`config.mk`:
```
export PLATFORM = sky130hd
export DESIGN_NAME = sfr_rx_fifo
export DESIGN_NICKNAME = d
export VERILOG_FILES = /design/src/rtl/sfr_pkg.sv /design/src/rtl/sfr_ingress.sv /design/src/rtl/sfr_ctrl.sv /design/src/rtl/sfr_store.sv /design/src/rtl/sfr_rx_fifo.sv
export SDC_FILE = /design/constraint.sdc
export NUM_CORES = 1
export LEC_CHECK = 0
export BUFFER_PORTS_ARGS = -buffer_cell sky130_fd_sc_hd__buf_4
export CAP_MARGIN = 20
export CORE_MARGIN = 3
export CORE_UTILIZATION = 55
export CTS_CLUSTER_SIZE = 28
export DETAILED_ROUTE_END_ITERATION = 6
export GPL_TIMING_DRIVEN = 0
export PLACE_DENSITY = 0.74
export SLEW_MARGIN = 20
export SYNTH_ARGS = -nofsm -noshare
export SYNTH_HDL_FRONTEND = slang
export SYNTH_SLANG_ARGS = --single-unit
export TNS_END_PERCENT = 20
```
`constraint.sdc`:
```
create_clock -name clk -period 2.27 [get_ports clk]
set_clock_uncertainty 0.15 [all_clocks]
set_input_delay 0.227 -clock clk [delete_from_list [all_inputs] [get_ports clk]]
set_output_delay 0.227 -clock clk [all_outputs]
set_load 0.05 [all_outputs]
```
`src/rtl/sfr_pkg.sv`:
```
package sfr_pkg;

    // Decoded per-cycle operation of the receive half.
    typedef struct packed {
        logic take_ok; // extract accepted
        logic byp;     // pending load handed straight to the consumer
        logic rd;      // head entry retired from the array
        logic wr;      // pending load written into the array
    } sfr_op_t;

    // Smallest depth that streams without bubbles for a given producer margin.
    localparam int unsigned SFR_BASE_DEPTH = 6;

    function automatic int unsigned sfr_min_depth(input int unsigned margin);
        return SFR_BASE_DEPTH + 2 * margin;
    endfunction

    // Pointer advance with wrap at an arbitrary depth.
    function automatic int unsigned sfr_wrap_inc(input int unsigned p, input int unsigned depth);
        return (p + 1 == depth) ? 0 : p + 1;
    endfunction

endpackage

```
`src/rtl/sfr_ingress.sv`:
```
module sfr_ingress #(
    parameter int WIDTH = 8
) (
    input  logic             clk,
    input  logic             clr,
    input  logic             load_in,
    input  logic [WIDTH-1:0] word_in,
    output logic             load_q,
    output logic [WIDTH-1:0] word_q
);
    // Boundary flops: the producer's strobe and word are captured before use.
    always_ff @(posedge clk) begin
        if (clr) begin
            load_q <= 1'b0;
        end else begin
            load_q <= load_in;
        end
    end

    always_ff @(posedge clk) begin
        if (load_in) begin
            word_q <= word_in;
        end
    end
endmodule

```
`src/rtl/sfr_ctrl.sv`:
```
module sfr_ctrl
    import sfr_pkg::*;
#(
    parameter int DEPTH = 6,
    localparam int PW = (DEPTH > 1) ? $clog2(DEPTH) : 1,
    localparam int CW = $clog2(DEPTH + 1)
) (
    input  logic          clk,
    input  logic          clr,
    input  logic          ld_v,
    input  logic          take,
    output sfr_op_t       op,
    output logic [PW-1:0] wptr,
    output logic [PW-1:0] rptr,
    output logic [CW-1:0] fill,
    output logic          has_data
);
    localparam logic [CW-1:0] FULL_CNT = CW'(DEPTH);

    logic [PW-1:0] wptr_q, rptr_q;
    logic [CW-1:0] fill_q;

    always_comb begin
        has_data   = (fill_q != '0);
        op.take_ok = take && (has_data || ld_v);
        op.byp     = take && !has_data && ld_v;
        op.rd      = op.take_ok && has_data;
        op.wr      = ld_v && !op.byp && ((fill_q != FULL_CNT) || op.rd);
    end

    always_ff @(posedge clk) begin
        if (clr) begin
            wptr_q <= '0;
            rptr_q <= '0;
            fill_q <= '0;
        end else begin
            if (op.wr) begin
                wptr_q <= PW'(sfr_wrap_inc(32'(wptr_q), 32'(DEPTH)));
            end
            if (op.rd) begin
                rptr_q <= PW'(sfr_wrap_inc(32'(rptr_q), 32'(DEPTH)));
            end
            case ({op.wr, op.rd})
                2'b10:   fill_q <= fill_q + CW'(1);
                2'b01:   fill_q <= fill_q - CW'(1);
                default: fill_q <= fill_q;
            endcase
        end
    end

    assign wptr = wptr_q;
    assign rptr = rptr_q;
    assign fill = fill_q;
endmodule

```
`src/rtl/sfr_store.sv`:
```
module sfr_store #(
    parameter int WIDTH = 8,
    parameter int DEPTH = 6,
    localparam int PW = (DEPTH > 1) ? $clog2(DEPTH) : 1
) (
    input  logic             clk,
    input  logic             wr,
    input  logic [PW-1:0]    wptr,
    input  logic [WIDTH-1:0] wdata,
    input  logic [PW-1:0]    rptr,
    output logic [WIDTH-1:0] rdata
);
    logic [WIDTH-1:0] words [DEPTH];

    // One register per entry, each with its own decoded write enable.
    for (genvar i = 0; i < DEPTH; i++) begin : g_ent
        logic [WIDTH-1:0] ent_q;
        always_ff @(posedge clk) begin
            if (wr && (wptr == PW'(i))) begin
                ent_q <= wdata;
            end
        end
        assign words[i] = ent_q;
    end

    // Output multiplexer over the array.
    assign rdata = words[rptr];
endmodule

```
`src/rtl/sfr_rx_fifo.sv`:
```
module sfr_rx_fifo
    import sfr_pkg::*;
#(
    parameter int WIDTH = 8,
    parameter int DEPTH = 6
) (
    input  logic             clk,
    input  logic             rst,
    input  logic             init,
    input  logic             peer_load,
    input  logic [WIDTH-1:0] peer_word,
    input  logic             take,
    output logic [WIDTH-1:0] dout,
    output logic             empty,
    output logic             peer_take,
    output logic             peer_clear
);
    localparam int PW = (DEPTH > 1) ? $clog2(DEPTH) : 1;
    localparam int CW = $clog2(DEPTH + 1);

    logic             clr;
    logic             ld_v;
    logic [WIDTH-1:0] ld_word;
    sfr_op_t          op;
    logic [PW-1:0]    wptr, rptr;
    logic [CW-1:0]    fill;
    logic             has_data;
    logic [WIDTH-1:0] arr_word;

    assign clr = rst || init;

    sfr_ingress #(.WIDTH(WIDTH)) u_ingress (
        .clk     (clk),
        .clr     (clr),
        .load_in (peer_load),
        .word_in (peer_word),
        .load_q  (ld_v),
        .word_q  (ld_word)
    );

    sfr_ctrl #(.DEPTH(DEPTH)) u_ctrl (
        .clk      (clk),
        .clr      (clr),
        .ld_v     (ld_v),
        .take     (take),
        .op       (op),
        .wptr     (wptr),
        .rptr     (rptr),
        .fill     (fill),
        .has_data (has_data)
    );

    sfr_store #(.WIDTH(WIDTH), .DEPTH(DEPTH)) u_store (
        .clk   (clk),
        .wr    (op.wr),
        .wptr  (wptr),
        .wdata (ld_word),
        .rptr  (rptr),
        .rdata (arr_word)
    );

    // With nothing stored, the pending registered word is offered directly.
    assign dout  = has_data ? arr_word : ld_word;
    assign empty = !has_data;

    // Boundary output flops.
    always_ff @(posedge clk) begin
        if (clr) begin
            peer_take <= 1'b0;
        end else begin
            peer_take <= op.take_ok;
        end
    end

    always_ff @(posedge clk) begin
        if (rst) begin
            peer_clear <= 1'b0;
        end else begin
            peer_clear <= init;
        end
    end
endmodule

```
Word level (Yosys, flattened, before mapping)
Index checks and enable logic that the tools add are counted.
Word-level totals
  register bits after elaboration: 68
  output and inout port bits: 11
  logic and storage cells: 56
Operators by class
  add/sub/neg operators: 4
  order comparisons: 1
  equal/unequal tests: 10
  multiplexer cells: 7
  bitwise logic cells: 1
  reduce and logical (&&, ||, !) cells: 20
Operators by type and width (count)
  8-bit binary-select mux with 3-bit select: 1
  8-bit two-way mux: 3
  1-bit logical AND: 12
  3-bit by 1-bit adder with 4-bit output (second input constant): 2
  4-bit by 3-bit == test with 1-bit output (second input constant): 2
  3-bit by 2-bit == test with 1-bit output (second input constant): 2
  3-bit == test (second input constant): 2
  3-bit two-way mux: 2
  3-bit case mux with 2 select lines: 1
  4-bit >= comparator (second input constant): 1
  3-bit inverter with 4-bit output: 1
  3-bit by 1-bit adder with 3-bit output (second input constant): 1
  3-bit by 1-bit == test with 1-bit output (second input constant): 1
  3-bit logical NOT: 1
  1-bit logical OR: 3
  3-bit inequality test (second input constant): 1
  3-bit nonzero test: 1
  3-bit by 1-bit subtractor with 3-bit output (second input constant): 1
  2-bit by 1-bit == test with 1-bit output (second input constant): 1
  2-bit == test (second input constant): 1
  1-bit logical NOT: 2
  2-bit nonzero test: 1

Longest topological paths before layout
Gate-level depths: netlist (run 1).
  depth after elaboration: 9
  gate-level depth with buffers: 7

Cells and area by module
From an unflattened synthesis (run 1), not the netlist that was laid out.
Unflattened totals
  cell total of the unflattened synthesis: 198
  area, all modules: 2960.3 um^2
Modules (own cells, without submodules)
  sfr_store: instances 1, cells each 104, area an instance 1915.6 um^2, sequential area each 1441.4 um^2
  sfr_ctrl: instances 1, cells each 69, area an instance 575.6 um^2, sequential area each 180.2 um^2
  sfr_ingress: instances 1, cells each 10, area an instance 274.0 um^2, sequential area each 260.2 um^2
  sfr_rx_fifo: instances 1, cells each 15, area an instance 195.2 um^2, sequential area each 40.0 um^2

Worst setup path after synthesis (run 1)
OpenSTA, ideal clock, no wires.
  path type: reg-to-output
  start: reg u_ctrl.fill_q[2], in the netlist u_ctrl.fill[2]
  end: out dout[0]
  arrival: 1648 ps
  data required time: 1893 ps
  path slack: 245 ps
  stages on the path, launching flop included: 6
  cell sequence: dfxtp_1 -> or3_4 -> inv_2 -> buf_6 -> buf_4 -> a221o_1
Between the ends
  cells in the longest elaborated chain, start to end: 2
Ends and longest elaborated chain
  start, declared: RTL line sfr_ctrl.sv:21  | logic [CW-1:0] fill_q;
  start signal, assigned: RTL line sfr_ctrl.sv:44  | 2'b10: fill_q <= fill_q + CW'(1);
  start signal, assigned: RTL line sfr_ctrl.sv:45  | 2'b01: fill_q <= fill_q - CW'(1);
  start signal, assigned: RTL line sfr_ctrl.sv:46  | default: fill_q <= fill_q;
  3-bit nonzero test: RTL line sfr_ctrl.sv:24  | has_data = (fill_q != '0);
  8-bit two-way mux: RTL line sfr_rx_fifo.sv:63  | assign dout = has_data ? arr_word : ld_word;
  end, declared: RTL line sfr_rx_fifo.sv:13  | output logic [WIDTH-1:0] dout,
Every way passes these cells.

Worst setup path after layout (run 1)
  start: reg u_ctrl.rptr_q[0], in the netlist u_ctrl.rptr[0]
  end: out dout[1]
Between the ends
  cells in the longest elaborated chain, start to end: 5
Ends and longest elaborated chain
  start, declared: RTL line sfr_ctrl.sv:20  | logic [PW-1:0] wptr_q, rptr_q;
  start signal, assigned: RTL line sfr_ctrl.sv:41  | rptr_q <= PW'(sfr_wrap_inc(32'(rptr_q), 32'(DEPTH)));
  3-bit inverter with 4-bit output (implied by the code): RTL line sfr_store.sv:27  | assign rdata = words[rptr];
  8-bit binary-select mux with 3-bit select: RTL line sfr_store.sv:27
  8-bit two-way mux (implied by the code) (2 in a row): RTL line sfr_store.sv:27
  8-bit two-way mux: RTL line sfr_rx_fifo.sv:63
Every way passes these cells. The select of a mux whose other input is x is not followed.

==> results of run 1 <==
cell type report:
| type | count | area share (%) |
|---|---|---|
| Sequential cell | 68 | 54.3 |
| Buffer | 7 | 1.97 |
| Inverter | 8 | 0.916 |
| Clock inverter | 7 | 2.29 |
| Timing Repair Buffer | 34 | 9.31 |
| Tap cell | 67 | 2.36 |
| Multi-Input combinational cell | 102 | 25.3 |
| Clock buffer | 9 | 3.49 |
through the flow:
stage	instances	setup WS, ns	power [uW]
floorplan	185	0.245	1610
finish	302	0.00454	2760
global placement	274	0.124	1690
global route	302	-0.0622	2860
CTS	302	-0.0135	2770
detailed placement	274	0.0607	1710
power groups by stage:
stage                     Sequential [uW]  Combinational, uW  Clock, uW
final                                1410                312       1040
after global routing                 1410                327       1120
after CTS                            1410                307       1050
after detailed placement             1440                269          0
after global placement               1430                265          0
after floorplan                      1430                186          0
state kept, by name, summed over array words and instances, names as in the netlist:
name and cells:
u_ingress.word_q 8, peer_clear 1, u_store.g_ent.ent_q 48, u_ctrl.fill 3, u_ctrl.wptr 3, u_ingress.load_q 1
u_ctrl.rptr 3, peer_take 1
critical path: stages, from the launching register on:
cell and delay (ns):
dfxtp_4 0.39, buf_12 0.14, mux4_2 0.51, a221o_1 0.35, buf_6 0.17
cell families (layout without fill, tap and decap cells):
kind of cell | after synthesis | after routing | share of synthesized area, %
and+or+nand+nor | 50 | 50 | 10.6
AOI/OAI and AO/OA | 26 | 26 | 6.95
adders and majority gates | 9 | 9 | 4.15
xor gates and xnor gates | 1 | 1 | 0.302
DFF | 68 | 68 | 66.3
muxes | 16 | 16 | 8.98
buffers and inverters | 15 | 65 | 2.68
synth_stat cells, drive strengths merged (6+ instances only):
| master | instances |
|---|---|
| edfxtp | 56 |
| a21oi | 8 |
| mux2i | 8 |
| buf | 7 |
| a221o | 8 |
| nand2 | 9 |
| inv | 8 |
| and3 | 6 |
| ha | 8 |
| mux4 | 8 |
| dfxtp | 12 |
| nor3 | 8 |
path summary, 6_finish.rpt:
check,start,to,slack [ns],cells after the start
max,u_ctrl.rptr[0]$_SDFFE_PP0P_,dout[1],0.005,4
max reg2reg,u_ingress.load_q$_SDFF_PP0_,u_store.g_ent[0].ent_q[4]$_DFFE_PP_,0.31,3
min,take,peer_take$_SDFF_PP0_,0.04,3
min reg2reg,u_ctrl.wptr[2]$_SDFFE_PP0P_,u_ctrl.wptr[2]$_SDFFE_PP0P_,0.34,2
per-layer routing:
layer  track usage [%]  share of wire, %  vias to the layer above
li1                  -                 -                      811
met1              26.5                44                      848
met2              31.2                49                       49
met3              4.59               4.4                       13
met4              10.3               2.3                        0
met5                 0                 0                        -
what timing repair did:
item | 4_1_cts | 5_1_grt
gates resized for setup | 17 | 4
pin swaps | 4 | 4
buffers inserted | 1 | 0
hold buffers | 10 | 0
setup endpoints to repair | 8 | 8
hold endpoints to repair | 9 | 0
cloned | 1 | 0
==> impl.org, run 1 <==
** Run status
- The run finished with clean final reports.

** Pwr
- Static leakage power :: between 0.001 and 0.0015 uW
- Clock power frac :: 37.7%
- For this design the total switching power over the nets is about 650 uW.
- Comb pwr share :: 11.3%
- In this run switching power makes up around a quarter of total power.
- Total internal power :: 2120 uW
- Worst supply voltage drop on vdd :: 0.000627 V
- Registers are responsible for approximately half of the overall power.
- For this design the ratio of total power to cell area is a little under 800 nW/um^2.

** Place
- Once placement finished, the instance area stood at 3150 sq um.
- Port Buffer Count :: 22
- Detailed-placement wirelength estimate :: approximately 3700 um
- Final estimated routing congestion in global placement :: ~0.79

** CTS
- Count of H-tree levels built during CTS :: 3
- After clock tree synthesis, the clock-pin slew on the worst setup and hold paths is 0.07 ns.
- The clock reaches the later pin of the worst-skew pair after approximately 0.33 ns.
- Counting the buffers created by CTS gives 9.
- Clock sink count :: 68
- In this run the clock root is driven by a clkbuf_8.
- Max Buffers Root-to-Sink :: 2
- TritonCTS built the clock tree.

** Global routing
- Entering global routing, the biggest net connects 12 pins.
- The total overflow left after global routing is 0.
- The number of global-route vias before repair was 1,764.
- The initial antenna violation count is 0.
- Global-route wire length before repair :: between 9000 and 10,000 um
- Global routing used around a fifth of the available tracks across all layers.

** Finish
- Utilization after layout :: 72.3%
- Most frequent standard cell in the layout excluding fill and tap cells :: edfxtp_1
- Area occupied by registers :: 1930 sq um
- Cells with a size suffix above 1 make up 26.0% of the layout.
- Number of antenna diodes :: 0
- With fillers left out, the area of the finished cells amounts to between 3000 and 4000 sq um.
- Multi-input gate area :: 900 sq um
- Filler Cell Count :: 307
- Area Overhead vs Synth :: 22.5%
- Final layout net count :: 252
- Top library cells by usage in the layout, fill and taps aside :: edfxtp_1, buf_4, dlygate4sd3_1

** Synth
- The biggest area contributor in the post-synthesis netlist is edfxtp_1.
- When the netlist entered floorplanning its net count stood at 207.
- Total standard cell area after synthesis :: 2900 sq um
- Leading cell types by total area after synthesis :: edfxtp_1, dfxtp_1, mux4_2, ha_1, a221o_1
- Count of flip-flops with a built-in enable after synthesis :: 56
- Synthesis produced 185 cells.
- After synthesis, the netlist uses 39 different library cells.
- Top FF cell, synth :: edfxtp_1
- During synthesis, Yosys emitted a total of 0 warnings.
- Number of storage elements in the synthesis netlist :: 68
- Async set-reset flop share out of synthesis :: 0%
- Mean instance size in the synthesized netlist :: 15.7 sq um
- Sequential elements use between 60% and 70% of the synthesized area.
- Fraction of post-synthesis cell area in the top cell type by area :: 58.1%

** Run
- Across the run, the number of max-cap violations was 0.

** Route
- Across all layers, the routed design uses 1,721 vias.
- In the routed design, unresolved DRC markers number 0.
- Number of nets with antenna violations after detailed routing :: 0
- The pre-antenna-repair detailed-routing pass consisted of 4 iterations.
- Dividing the detail-routed wire length by the instance count gives approximately 18 um.
- Dividing the detail-routed via count by the number of cells gives about 5.7.
- The routed design has approximately 5600 um of wire.
- Initial DRC Count :: roughly 130

** STA
- Final critical-path share of the clock period :: between 90% and 100%
- Final Hold Viols :: 0
- Setup total negative slack on the finished layout was measured at 0 ns.
- Worst relative slew slack :: ~70%
- Slew Limit Fails :: 0
- Counting I/O delays and the setup requirement, the final critical path takes ~2.3 ns.
- Final hold slack :: 0.0420 ns
- Slew at the pin closest to its max-slew limit :: 0.461 ns
- Total setup violations reported at the end of the flow :: 0
- RSZ-0062 raised after global routing :: yes
- Highest Clock Rate :: 0.441 GHz

** Worst setup path
- Type of the worst setup path :: reg2out
- Arr. time, crit path :: approximately 1.9 ns
- Worst-path fanout max :: 5
- Category of the worst setup path capture point :: output port
- The worst setup path is launched from a flip-flop.
- Required time of the worst setup path :: 1.89 ns

** Floorplan
- In this run the horizontal extent of the chip is just under 80 um.
- Once the floorplan was initialized, standard cells occupied roughly 60% of the core.
- Standard cell core area :: roughly 5000 sq um
- Boundary Pins :: 24
- The die is 78.6 um tall.
- In this run the core area contains 25 standard-cell rows.
- Area of the die :: 6170 sq um

** Hold path
- In this run the worst hold path is classified as in2reg.
(Power assumes the default switching activity.)
==> run 2: changes to the inputs <==
--- a/config.mk
+++ b/config.mk
@@ -6,7 +6,7 @@
 export NUM_CORES = 1
 export LEC_CHECK = 0
 export BUFFER_PORTS_ARGS = -buffer_cell sky130_fd_sc_hd__buf_4
-export CAP_MARGIN = 20
+export CAP_MARGIN = 10
 export CORE_MARGIN = 3
 export CORE_UTILIZATION = 55
 export CTS_CLUSTER_SIZE = 28
==> constraint.sdc (replaced) <==
create_clock -name clk -period 2.3 [get_ports clk]
set_clock_uncertainty 0.15 [all_clocks]
set_input_delay 0.23 -clock clk [delete_from_list [all_inputs] [get_ports clk]]
set_output_delay 0.23 -clock clk [all_outputs]
set_load 0.05 [all_outputs]
==> run 2 against run 1 <==
Against the previous run:
- power decreased by 1.4%
- final cell count decreased by 0.33%
- critical path depth unchanged
- sequential cell count unchanged
- largest cell class unchanged
- largest power group unchanged
==> impl.org, run 2 (synthesis gave the netlist of run 1 again) <==
** STA
- Counting I/O delays and the setup requirement, the final critical path takes 2.30 ns.
- The number of max-slew violations in the final report is 0 (unchanged).
- Final Hold Viols :: 0 (unchanged)
- The final worst-path setup slack came to 0.00415 ns (was 0.00454 ns).
- Worst relative slew slack :: 68.7% (was 69.3%)
- Total setup violations reported at the end of the flow :: 0 (unchanged)
- Highest Clock Rate :: 0.436 GHz
- The transition time of the tightest slew-check pin came to 0.469 ns (was 0.461 ns).
- RSZ-0062 raised after global routing: yes (unchanged).
- The sum of negative setup slack came to 0 ns (unchanged).
- Final critical-path share of the clock period :: roughly 100%

** CTS
- Count of buffers added by post-CTS timing repair for setup :: 0 (was 1)
- Clock Latency Late Sink :: 0.33 ns (about the same)
- TritonCTS clock tree :: yes (unchanged)
- The clock sink count is 68 (unchanged).
- Max Buffers Root-to-Sink :: 2 (unchanged)
- Register clock-pin slew on the reported worst setup and hold paths :: 0.07 ns (about the same)
- The H-tree level count came to 3 (unchanged).
- The cell at the root of the clock tree is clkbuf_8 (unchanged).
- The number of buffers inserted during clock tree synthesis was 9 (unchanged).

** Worst setup path
- Worst path slowest cell :: mux4_2 (unchanged)
- The endpoint arrival time on the critical path is 1.92 ns (was 1.89 ns).
- The worst reg-to-reg path cell count came to 3 (unchanged).
- Launching element type of the critical path :: flip-flop (unchanged)
- Type of the worst setup path :: reg2out (unchanged)
- Worst-path cell chain :: clkbuf_16 -> mux4_2 -> a221o_1 -> buf_6 (was buf_12 -> mux4_2 -> a221o_1 -> buf_6)
- Critical R2R Capture :: u_store.g_ent[0].ent_q[0]$_DFFE_PP_ (was u_store.g_ent[0].ent_q[4]$_DFFE_PP_)
- Crit. Startpoint :: u_ctrl.rptr[0]$_SDFFE_PP0P_ (unchanged)
- The worst-case register-to-register setup slack is 0.32 ns (was 0.31 ns).
- The largest stage delay on the critical path is 0.51 ns (about the same).
- FF-to-FF Start :: u_ingress.load_q$_SDFF_PP0_ (unchanged)
- The endpoint required time on the critical path was 1.92 ns (was 1.89 ns).
- Category of the worst setup path capture point :: output port (unchanged)
- Worst-path fanout max :: 5 (unchanged)

** Hold path
- WHS Endpoint :: peer_take$_SDFF_PP0_ (unchanged)
- The count of cells along the worst hold path is 3 (unchanged).
- The class of the most critical hold timing path was in2reg (unchanged).
- Worst hold start :: take (unchanged)

** Pwr
- Static leakage power :: 0.00121 uW (about the same)
- Post-layout power :: 2730 uW (was 2760 uW)
- The peak supply drop came to 0.000619 V (was 0.000627 V).
- Total power divided by cell area :: 769 nW/um^2 (was 778 nW/um^2)

** Floorplan
- Die span in y :: 78.6 um (unchanged)
- Standard cell core area :: 4910 sq um (unchanged)
- The die area came to 6170 sq um (unchanged).
- Starting density of the core :: 59.0% (unchanged)
- Die width :: 78.6 um (unchanged)
- Boundary Pins :: 24 (unchanged)
- The number of placement rows came to 25 (unchanged).

** Place
- Port Buffer Count :: 22 (unchanged)
- Detailed-placement wirelength estimate :: 3660 um (unchanged)
- Pre-CTS setup slack :: 0.0877 ns (was 0.0607 ns)
- Final estimated routing congestion in global placement :: 0.795 (unchanged)
- The area after detailed placement came to 3150 sq um (unchanged).

** Finish
- Ratio of cells with drive above 1 in the final layout :: 25.6% (was 26.0%)
- The flip-flop count of the largest register, all copies and words added was 48 (unchanged).
- The number of diodes added for antenna fixing came to 0 (unchanged).
- Most frequent standard cell in the layout excluding fill and tap cells :: edfxtp_1 (unchanged)
- Biggest regs: u_store.g_ent.ent_q x48, u_ingress.word_q x8 (unchanged).
- The number of fillers in the final layout was 307 (unchanged).
- Top library cells by usage in the layout, fill and taps aside: edfxtp_1, buf_4, buf_6, dlygate4sd3_1 (was edfxtp_1, buf_4, dlygate4sd3_1).
- The finished layout cell area is 3540 sq um (was 3550 sq um).
- The register with the highest flop count was u_store.g_ent.ent_q (unchanged).
- Utilization after layout :: 72.2% (was 72.3%)
- Final layout net count :: 251 (was 252)
- Area Overhead vs Synth :: 22.3% (was 22.5%)

** Route
- The average wire length per cell after detail routing came to 18.5 um (was 18.4 um).
- Number of nets with antenna violations after detailed routing :: 0 (unchanged)
- The number of violations reported at the end of detailed-routing iteration 0 was 173 (was 128).
- Routed vias :: 1,728 (was 1,721)
- The detailed-routing iteration count for the pre-antenna-repair pass was 4 (unchanged).
- Remaining routing DRC violations :: 0 (unchanged)
- Post-DR vias/cell :: 5.74 (was 5.70)
- Wire length reported by the detailed router :: 5570 um (was 5560 um)

** Global routing
- The largest net degree at the start of global routing was 12 (unchanged).
- Vias in the first global route :: 1,744 (was 1,764)
- The total routing usage reported by global routing came to 19.6% (was 20.1%).
- Global-route wire length before repair :: 8840 um (was 9030 um)
- The initial antenna violation count came to 0 (unchanged).
- The total overflow reported by the global router came to 0 (unchanged).

** Run
- Maximum capacitance violations :: 0 (unchanged)

** Run status
- Run status: finished, final reports clean (unchanged).
==> run 2: changes by cell type in the layout (fill, tap and decap cells not counted) <==
cell,before,now
buf_6,9,10
buf_16,1,0
clkbuf_16,0,1
buf_4,17,15
==> run 2: area by class of cell <==
cell class	count	area, sq um	share of cell area (%)
Inverter	8	32.5	0.918
Sequential cell	68	1930	54.4
Timing Repair Buffer	33	320	9.04
Buffer	7	73.8	2.08
Clock inverter	7	81.3	2.30
Multi-Input combinational cell	102	900	25.4
Tap cell	67	83.8	2.37
Clock buffer	9	124	3.50
==> run 2: worst max path at each step <==
| stage | to | slack (ns) | cells after the start |
|---|---|---|---|
| global route | dout[1] | -0.05 | 4 |
| global placement | dout[1] | 0.15 | 4 |
| CTS | dout[2] | -0.002 | 4 |
| floorplan | dout[0] | 0.27 | 5 |
| detailed placement | dout[1] | 0.09 | 4 |
| finish | dout[1] | 0.004 | 4 |
==> run 2: repair_timing <==
action,4_1_cts,5_1_grt
hold buffers,10,0
gates resized for setup,10,11
cloned,0,1
hold endpoints to repair,9,0
pin swaps,1,6
setup endpoints to repair,8,8
==> run 2: worst max-delay path: cells and delay by family, from the launching register on <==
family	cells	cell delay [ns]
buffers and inverters	2	0.33
DFF	1	0.39
muxes	1	0.51
AOI/OAI and AO/OA	1	0.35
==> run 2: power by group <==
part           switching [uW]  total (uW)  leakage, uW  internal, uW
clock network             431        1030     0.000105           595
registers                31.1        1390     0.000610          1360
logic                     176         307     0.000491           131
==> run 2: per-layer routing <==
layer / GRT usage (%) / share of wire (%) / up-vias
li1: - / - / 808
met3: 4.59 / 5.1 / 13
met2: 30.8 / 48 / 53
met4: 9.79 / 2.2 / 0
met5: 0 / 0 / -
met1: 25.7 / 45 / 854
==> run 2: metrics by stage <==
step                hold slack, ns  std cells
floorplan                    0.152        185
CTS                         0.0258        300
detailed placement           0.257        274
finish                      0.0441        301
global route                0.0417        301
global placement             0.251        274
